`src/rtl/hpel_pkg.sv`:
```
package hpel_pkg;
  typedef enum logic [1:0] {
    MODE_COPY   = 2'd0,
    MODE_HALF_H = 2'd1,
    MODE_HALF_V = 2'd2,
    MODE_HALF_D = 2'd3
  } mode_e;

  typedef enum logic [1:0] {
    ST_IDLE  = 2'd0,
    ST_ROWS  = 2'd1,
    ST_FLUSH = 2'd2
  } state_e;
endpackage

```
`src/rtl/hpel_lane.sv`:
```
module hpel_lane
  import hpel_pkg::*;
#(
  parameter int PIX_W = 8
) (
  input  mode_e            mode,
  input  logic             rc,
  input  logic [PIX_W-1:0] cur_p,
  input  logic [PIX_W-1:0] cur_q,
  input  logic [PIX_W-1:0] prev_p,
  input  logic [PIX_W-1:0] prev_hs,
  input  logic             prev_lsb,
  output logic [PIX_W-1:0] pix,
  output logic [PIX_W-1:0] hs,
  output logic             lsb
);
  localparam int SW = PIX_W + 3;

  logic [SW-1:0] rnd1;
  logic [SW-1:0] sum_h;
  logic [SW-1:0] sum_v;
  logic [SW-1:0] sum_pair;
  logic [SW-1:0] sum_d;

  assign rnd1     = {{(SW-1){1'b0}}, ~rc};
  assign sum_pair = SW'(cur_p) + SW'(cur_q);
  assign hs       = PIX_W'(sum_pair >> 1);
  assign lsb      = cur_p[0] ^ cur_q[0];
  assign sum_h    = sum_pair + rnd1;
  assign sum_v    = SW'(prev_p) + SW'(cur_p) + rnd1;
  // 2*hs + lsb rebuilds a pair sum; the stored pair comes from the previous row
  assign sum_d    = (SW'(prev_hs) << 1) + SW'(prev_lsb) + (SW'(hs) << 1)
                  + SW'(lsb) + SW'(2) - SW'(rc);

  always_comb begin
    unique case (mode)
      MODE_COPY:   pix = cur_p;
      MODE_HALF_H: pix = PIX_W'(sum_h >> 1);
      MODE_HALF_V: pix = PIX_W'(sum_v >> 1);
      default:     pix = PIX_W'(sum_d >> 2);
    endcase
  end
endmodule

```
`src/rtl/hpel_ctrl.sv`:
```
module hpel_ctrl
  import hpel_pkg::*;
#(
  parameter int ROWS = 8
) (
  input  logic       clk,
  input  logic       rst,
  input  logic       start,
  input  logic [1:0] mode_in,
  input  logic       rc_in,
  input  logic       in_valid,
  output logic       in_ready,
  output logic       accept,
  output logic       emit,
  output logic       busy,
  output logic       done,
  output mode_e      mode_q,
  output logic       rc_q
);
  localparam int CW = $clog2(ROWS + 2);

  state_e         st;
  logic [CW-1:0]  cnt;
  logic [CW-1:0]  need;
  logic           two_row;

  assign two_row  = (mode_q == MODE_HALF_V) || (mode_q == MODE_HALF_D);
  assign need     = two_row ? CW'(ROWS + 1) : CW'(ROWS);
  assign in_ready = (st == ST_ROWS);
  assign accept   = in_ready && in_valid;
  assign emit     = accept && !(two_row && (cnt == '0));
  assign busy     = (st != ST_IDLE);

  always_ff @(posedge clk) begin
    if (rst) begin
      st     <= ST_IDLE;
      cnt    <= '0;
      mode_q <= MODE_COPY;
      rc_q   <= 1'b0;
      done   <= 1'b0;
    end else begin
      done <= 1'b0;
      unique case (st)
        ST_IDLE: begin
          if (start) begin
            st     <= ST_ROWS;
            cnt    <= '0;
            mode_q <= mode_e'(mode_in);
            rc_q   <= rc_in;
          end
        end
        ST_ROWS: begin
          if (accept) begin
            cnt <= cnt + 1'b1;
            if (cnt == need - 1'b1) st <= ST_FLUSH;
          end
        end
        default: begin
          st   <= ST_IDLE;
          done <= 1'b1;
        end
      endcase
    end
  end
endmodule

```
`src/rtl/hpel_predictor.sv`:
```
module hpel_predictor
  import hpel_pkg::*;
#(
  parameter int LANES = 8,
  parameter int ROWS  = 8,
  parameter int PIX_W = 8
) (
  input  logic                   clk,
  input  logic                   rst,
  input  logic                   start,
  input  logic [1:0]             mode,
  input  logic                   rnd_off,
  input  logic                   in_valid,
  output logic                   in_ready,
  input  logic [LANES*PIX_W-1:0] in_row,
  input  logic [LANES*PIX_W-1:0] in_row_sh,
  output logic                   out_valid,
  output logic [LANES*PIX_W-1:0] out_row,
  output logic                   done,
  output logic                   busy
);
  localparam int RW = LANES * PIX_W;

  logic            accept;
  logic            emit;
  mode_e           mode_q;
  logic            rc_q;
  logic [RW-1:0]   next_row;

  hpel_ctrl #(.ROWS(ROWS)) u_ctrl (
    .clk      (clk),
    .rst      (rst),
    .start    (start),
    .mode_in  (mode),
    .rc_in    (rnd_off),
    .in_valid (in_valid),
    .in_ready (in_ready),
    .accept   (accept),
    .emit     (emit),
    .busy     (busy),
    .done     (done),
    .mode_q   (mode_q),
    .rc_q     (rc_q)
  );

  for (genvar g = 0; g < LANES; g++) begin : g_lane
    logic [PIX_W-1:0] prev_p;
    logic [PIX_W-1:0] prev_hs;
    logic             prev_lsb;
    logic [PIX_W-1:0] hs;
    logic             lsb;
    logic [PIX_W-1:0] pix;

    hpel_lane #(.PIX_W(PIX_W)) u_lane (
      .mode     (mode_q),
      .rc       (rc_q),
      .cur_p    (in_row[g*PIX_W +: PIX_W]),
      .cur_q    (in_row_sh[g*PIX_W +: PIX_W]),
      .prev_p   (prev_p),
      .prev_hs  (prev_hs),
      .prev_lsb (prev_lsb),
      .pix      (pix),
      .hs       (hs),
      .lsb      (lsb)
    );

    // previous-row store: each reference row is fetched once
    always_ff @(posedge clk) begin
      if (rst) begin
        prev_p   <= '0;
        prev_hs  <= '0;
        prev_lsb <= 1'b0;
      end else if (accept) begin
        prev_p   <= in_row[g*PIX_W +: PIX_W];
        prev_hs  <= hs;
        prev_lsb <= lsb;
      end
    end

    assign next_row[g*PIX_W +: PIX_W] = pix;
  end

  always_ff @(posedge clk) begin
    if (rst) begin
      out_valid <= 1'b0;
      out_row   <= '0;
    end else begin
      out_valid <= emit;
      if (emit) out_row <= next_row;
    end
  end
endmodule

```
`config.mk`:
```
export PLATFORM = sky130hd
export DESIGN_NAME = hpel_predictor
export DESIGN_NICKNAME = d
export VERILOG_FILES = /design/src/rtl/hpel_pkg.sv /design/src/rtl/hpel_lane.sv /design/src/rtl/hpel_ctrl.sv /design/src/rtl/hpel_predictor.sv
export SDC_FILE = /design/constraint.sdc
export NUM_CORES = 1
export LEC_CHECK = 0
export CORE_MARGIN = 5
export CORE_UTILIZATION = 53
export CTS_CLUSTER_SIZE = 20
export DETAILED_ROUTE_END_ITERATION = 8
export PLACE_DENSITY_LB_ADDON = 0.05
export SLEW_MARGIN = 20
export SYNTH_ARGS = -nofsm -noshare
export SYNTH_HDL_FRONTEND = slang
export SYNTH_SLANG_ARGS = --single-unit
```
`constraint.sdc`:
```
create_clock -name clk -period 4.2 [get_ports clk]
set_clock_uncertainty 0.05 [all_clocks]
set_input_delay 0.63 -clock clk [delete_from_list [all_inputs] [get_ports clk]]
set_output_delay 0.63 -clock clk [all_outputs]
set_load 0.005 [all_outputs]
```
---- Yosys cells after proc, flatten, opt, wreduce, memory -nomap -nowiden ----
Cells that the tools add are included.
cells by class
  reductions and logical operators ........ 14
  add/subtract/negate cells ............... 74
  bitwise gates (word level) .............. 9
  order comparisons ....................... 0
  multiplexer cells ....................... 17
  multiply operators ...................... 0
  eq/ne operators ......................... 8
  shift operators ......................... 0
  div/mod/pow operators ................... 0
operators by type and width
  cell                                                  count
  case mux 8 bit (3 select lines)                       8
  adder 8 x 8 -> 9 bit                                  16
  adder 9 x 1 -> 9 bit                                  16
  adder 10 x 1 -> 10 bit                                8
  adder 10 x 2 -> 10 bit (second input constant)        8
  adder 10 x 9 -> 10 bit                                8
  adder 9 x 1 -> 10 bit                                 8
  subtractor 10 x 1 -> 10 bit                           8
  two-way mux 4 bit                                     2
  case mux 4 bit (2 select lines)                       1
  bitwise XOR 1 bit                                     8
  two-way mux 2 bit                                     3
  inequality test 2 bit (second input constant)         3
  AND reduction 3 bit                                   2
  adder 4 x 1 -> 4 bit (second input constant)          1
  equality test 2 x 1 -> 1 bit (second input constant)  2
  equality test 2 bit (second input constant)           2
  equality test 4 bit                                   1
  zero test 2 bit                                       2
  zero test 4 bit                                       1
  case mux 2 bit (2 select lines)                       1
  nonzero test 2 bit                                    2
  subtractor 4 x 1 -> 4 bit (second input constant)     1
  logical AND 1 bit                                     3
  6 further kinds                                       7
word-level totals
  flip-flop bits (word level) ............. 211
  bits in read-only memories .............. 0
  output and inout port bits .............. 68
  word-level logic and storage cells ...... 153
  bits in writable memories ............... 0
  memories kept ........................... 0
  bits in latches ......................... 0

---- Longest topological paths before layout ----
  depth in word-level cells ............... 8
  gate-level depth with buffers ........... 19
  depth with buffers taken out ............ 19

---- Modules after synthesis ----
From an unflattened synthesis, not the netlist that was laid out.
second synthesis, totals
  cell total of the unflattened synthesis .. 2366
  area total of the unflattened synthesis .. 20581.0 um^2
modules (own cells, without submodules)
  module                            cells each  area each (um^2)  seq. area each (um^2)  times used
  hpel_predictor                    646         7064.3            4023.9                 1
  hpel_lane (g_lane[4].u_lane ...)  204         1625.3            0.0                    3
  hpel_lane (g_lane[1].u_lane ...)  212         1604.0            0.0                    3
  hpel_lane (g_lane[7].u_lane)      217         1685.4            0.0                    1
  hpel_lane (g_lane[0].u_lane)      207         1672.9            0.0                    1
  hpel_ctrl                         48          470.5             200.2                  1

---- Worst setup path before layout ----
No wires, ideal clock.
  kind .................................... input -> register
  start point ............................. input port in_row[48]
  end point ............................... register out_row[54]
  slack ................................... -68 ps
  path buffers ............................ 0
  cell stages on the path ................. 18
  arrival time ............................ 4132 ps
  data required time ...................... 4064 ps
  library setup time ...................... 86 ps
  path through ............................ ha_1 > inv_1 > fa_1 > nand2b_1 > a21oi_2 > xor2_2 > inv_1 > ha_1 > inv_1 > ha_1 > ha_1 > and3_1 > a2111oi_0 > a21oi_1 > xnor2_1 > a21oi_1 > o21ai_0 > a211oi_1
between the ends
  longest elaborated chain between the ends .. 6
  elaborated cells on any way between the ends .. 10
  classes of those cells .................. 8 x add/sub; 1 x mux; 1 x bitwise
ends and longest elaborated chain
  element                              RTL line              source
  start: declaration                   hpel_predictor.sv:15  input logic [LANES*PIX_W-1:0] in_row,
  adder 8 x 8 -> 9 bit                 hpel_lane.sv:26       assign sum_pair = SW'(cur_p) + SW'(cur_q);
  adder 10 x 9 -> 10 bit               hpel_lane.sv:32       assign sum_d = (SW'(prev_hs) << 1) + SW'(prev_lsb) + (SW'(hs) << 1)
  adder 10 x 1 -> 10 bit               hpel_lane.sv:33       + SW'(lsb) + SW'(2) - SW'(rc);
  adder 10 x 2 -> 10 bit               hpel_lane.sv:33
  subtractor 10 x 1 -> 10 bit          hpel_lane.sv:33
  case mux 8 bit (3 select lines) (*)  hpel_lane.sv:36       unique case (mode)
  end signal: assignment               hpel_predictor.sv:89  if (emit) out_row <= next_row;
  end: declaration                     hpel_predictor.sv:18  output logic [LANES*PIX_W-1:0] out_row,
Mark *: on every way between the ends. The rest lies on a longest branch, timed or not.
A chain may end at the register's enable or synchronous reset.

---- Worst setup path in the final report ----
  start point ............................. input port in_row[43]
  end point ............................... register out_row[46]
Same word-level chain as after synthesis.

==> results.tsv <==
stage	metric	value	unit
final_layout	layout cells sized above 1	17.7	%
logic_synthesis	yosys warns	0	
worst_setup_path	crit path kind	in2reg	
die	Initial Util	53.8	%
worst_setup_path	CP Max Fanout	5	
logic_synthesis	Netlist Area Pre-Place	19700	µm²
power	Total Power Consumption	9.93	mW
global_routing	grt met2 use	48.3	%
global_routing	M1 GR Usage	36.2	%
clocking	H-tree depth	1	
final_layout	multi-input logic area	14400	µm²
placed_design	gp weighted congestion	0.913	
die	Chip Width	203	µm
power	Logic pwr share	54.3	%
worst_setup_path	worst-path cell chain	clkdlybuf4s50_1, ha_1, a21o_1, a221o_1, a22oi_2, inv_1, ha_1, inv_1, ha_1, ha_4, nand3_1, o2111ai_1, o31ai_2, xor2_1, nor2_1, a2111oi_2, a211oi_1	
global_routing	met3 Use GR	3.45	%
worst_setup_path	Critical Path Sink Type	flip-flop	
flow_run	Max Cap Viol	0	
sta	slew of the pin with the lowest slew margin	1.01	ns
global_routing	gr ovfl total	0	
die	die height	203	µm
logic_synthesis	Synth Instances	2482	
logic_synthesis	synthesis-stage register bit count	211	
worst_setup_path	Worst setup SP type	primary input	
final_layout	FF/Latch Area	4230	µm²
routing	detailed-route DRC error count	0	
power	Pleak	11.2	nW
power	PwrDens	387	nW/µm²
routing	vias per cell	5.63	
sta	relative slew slack	32.4	%
final_layout	fin nets	3418	
logic_synthesis	number of flops mapped to enable cells by yosys	0	
worst_setup_path	Worst Path Arrival	4.49	ns
sta	final setup fails	0	
logic_synthesis	sequential area share after synthesis	21.4	%
routing	router iterations before antenna repair	5	
worst_setup_path	worst stage delay on the critical path	0.46	ns
clocking	Hold-fix buffers, CTS	0	
logic_synthesis	Netlist cell types	100	
logic_synthesis	Top FF cell, synth	dfxtp_1	
global_routing	vias in the first global route	19300	
power	total net switching power	3.63	mW
routing	Wirelength per Cell	17.2	µm
global_routing	first-pass GRT wire length	95400	µm
logic_synthesis	most common cell in the synthesized netlist	nand2_1	
routing	routed wire length	59400	µm
logic_synthesis	ranking of synthesized cells by area	dfxtp_1, ha_1, nand2_1	
final_layout	final instance area	25700	µm²
run_status	status	completed	
logic_synthesis	Synth Net Count	2945	
worst_setup_path	CP max stage cell	clkdlybuf4s50_1	
routing	Post-DRT Antenna Nets	0	
worst_setup_path	Worst EP required	4.55	ns
power	power share of the clock group	23.5	%
final_layout	Ant. Diodes	0	
clocking	CTS Root Cell	clkbuf_16	
clocking	CTS clock-pin slew for the worst setup and hold paths	0.06	ns
global_routing	busiest grt layer	met2	
sta	RSZ-0062 raised after global routing	true	
sta	Final Hold Vio Count	0	
die	row cnt	70	
die	num ports	203	
final_layout	# fillers	3040	
power	Int Pwr	6.31	mW
routing	initial DRC count	1090	
global_routing	pin count of the biggest net entering global routing	149	
global_routing	initial antenna violation count	0	
routing	Via Count	19400	
clocking	TritonCTS Buffers	27	
logic_synthesis	top cells by count, synth	nand2_1, ha_1, inv_1	
final_layout	Area Overhead vs Synth	30.1	%
power	sequential share of power	22.1	%
sta	Fmax	0.242	GHz
power	sw frac	36.5	%
die	die area	41200	µm²
sta	final period utilization	98.4	%
clocking	Max Root-Sink Buffers	3	
placed_design	detailed placement HPWL	44400	µm
clocking	sinks on the clock net	211	
logic_synthesis	Avg Cell Area, Syn	7.95	µm²
logic_synthesis	ys async rst share	0	%
placed_design	IO Port Bufs	202	
power	Peak VDD IR	0.304	mV
sta	Max Transition Viols Final	0	
min_path	Hold Path Class	reg2reg	
clocking	CTS tree	done	
global_routing	gr usage total	27.8	%
clocking	clock latency on the worst-skew pair	0.56	ns
placed_design	DP Area	24500	µm²
die	Core ar.	36700	µm²
sta	Tmin final	4.13	ns
logic_synthesis	dominant cell type by area after synthesis	dfxtp_1	
worst_setup_path	Crit path top cell by count	ha_1	
logic_synthesis	Yosys top cell area share	21.4	%
per-stage QoR:
stage	worst slack [ns]	util [%]	hold slack [ns]	setup TNS, ns	instances
2_1_floorplan	0.0233	-	0.386	0	2482
3_3_place_gp	-0.537	66.8	0.392	-11.54	3390
3_5_place_dp	-0.602	66.8	0.396	-14.13	3390
4_1_cts	0.00932	69.2	0.404	0	3440
5_1_grt	-0.109	69.9	0.419	-0.231	3444
6_report	0.0652	69.9	0.401	0	3444
logic make-up after synthesis:
family / Yosys count / share of synthesized area (%)
simple gates: 774 / 17.9
compound gates: 608 / 20.2
buf+inv: 348 / 6.72
fa+ha+maj: 328 / 22.0
flops: 211 / 21.4
xor+xnor: 175 / 8.04
mux: 38 / 3.71
area by class of cell:
type,instances,area share [%]
Tap cell,468,2.28
Timing Repair Buffer,535,17.8
Clock inverter,16,0.561
Multi-Input combinational cell,1923,56.2
Clock buffer,34,2.89
Inverter,257,3.76
Sequential cell,211,16.5
timing repair:
action,in CTS,in global routing
setup buffers,0,4
resized for setup,2,52
pin swaps,0,35
setup endpoints to repair,2,23
worst max-delay path: cells and delay by family:
| kind | cells | cell delay, ns |
|---|---|---|
| AO/OA/AOI/OAI | 7 | 1.71 |
| adder cells (fa/ha/maj) | 4 | 1.26 |
| buffers and inverters | 3 | 0.60 |
| XOR/XNOR | 1 | 0.17 |
| AND/OR/NAND/NOR | 2 | 0.15 |
power by group through the flow:
stage          Clock, mW  Sequential, mW  Combinational [mW]
2_1_floorplan          0            2.21                3.15
6_report            2.34            2.20                5.39
4_1_cts             2.37            2.20                5.17
3_3_place_gp           0            2.24                4.98
3_5_place_dp           0            2.24                5.12
5_1_grt             2.46            2.21                5.96
sequential cells by signal (all words and copies together) (netlist names):
register / flops
g_lane.prev_p: 64
g_lane.prev_hs: 64
u_ctrl.cnt: 4
u_ctrl.mode_q: 2
u_ctrl.done: 1
out_row: 64
u_ctrl.rc_q: 1
out_valid: 1
g_lane.prev_lsb: 8
u_ctrl.st: 2
routing by layer:
metal | vias up | routed length, µm
met5 | - | 0
met4 | 0 | 1780
met3 | 116 | 3470
met2 | 571 | 28200
met1 | 9142 | 25900
li1 | 9549 | -
cells in the final DEF (no fill, tap or decap), drive strengths merged, types with 37 or more instances in the layout:
cell type | Yosys | final
a211oi | 52 | 52
a21o | 37 | 37
a21oi | 239 | 239
buf | 23 | 334
clkdlybuf4s50 | 0 | 199
dfxtp | 211 | 211
ha | 296 | 296
inv | 256 | 257
nand2 | 310 | 310
nor2 | 232 | 232
nor3 | 55 | 55
o21ai | 101 | 101
xnor2 | 107 | 107
xor2 | 68 | 68
path summary, 6_finish.rpt:
check | from | endpoint | slack [ns] | cells after the start
max | in_row[43] | out_row[46] | 0.07 | 17
min | out_row[11] | out_row[11] | 0.40 | 2
max reg2reg | u_ctrl.rc_q | out_row[47] | 0.52 | 12
min reg2reg | out_row[11] | out_row[11] | 0.40 | 2
(Power assumes the default switching activity.)
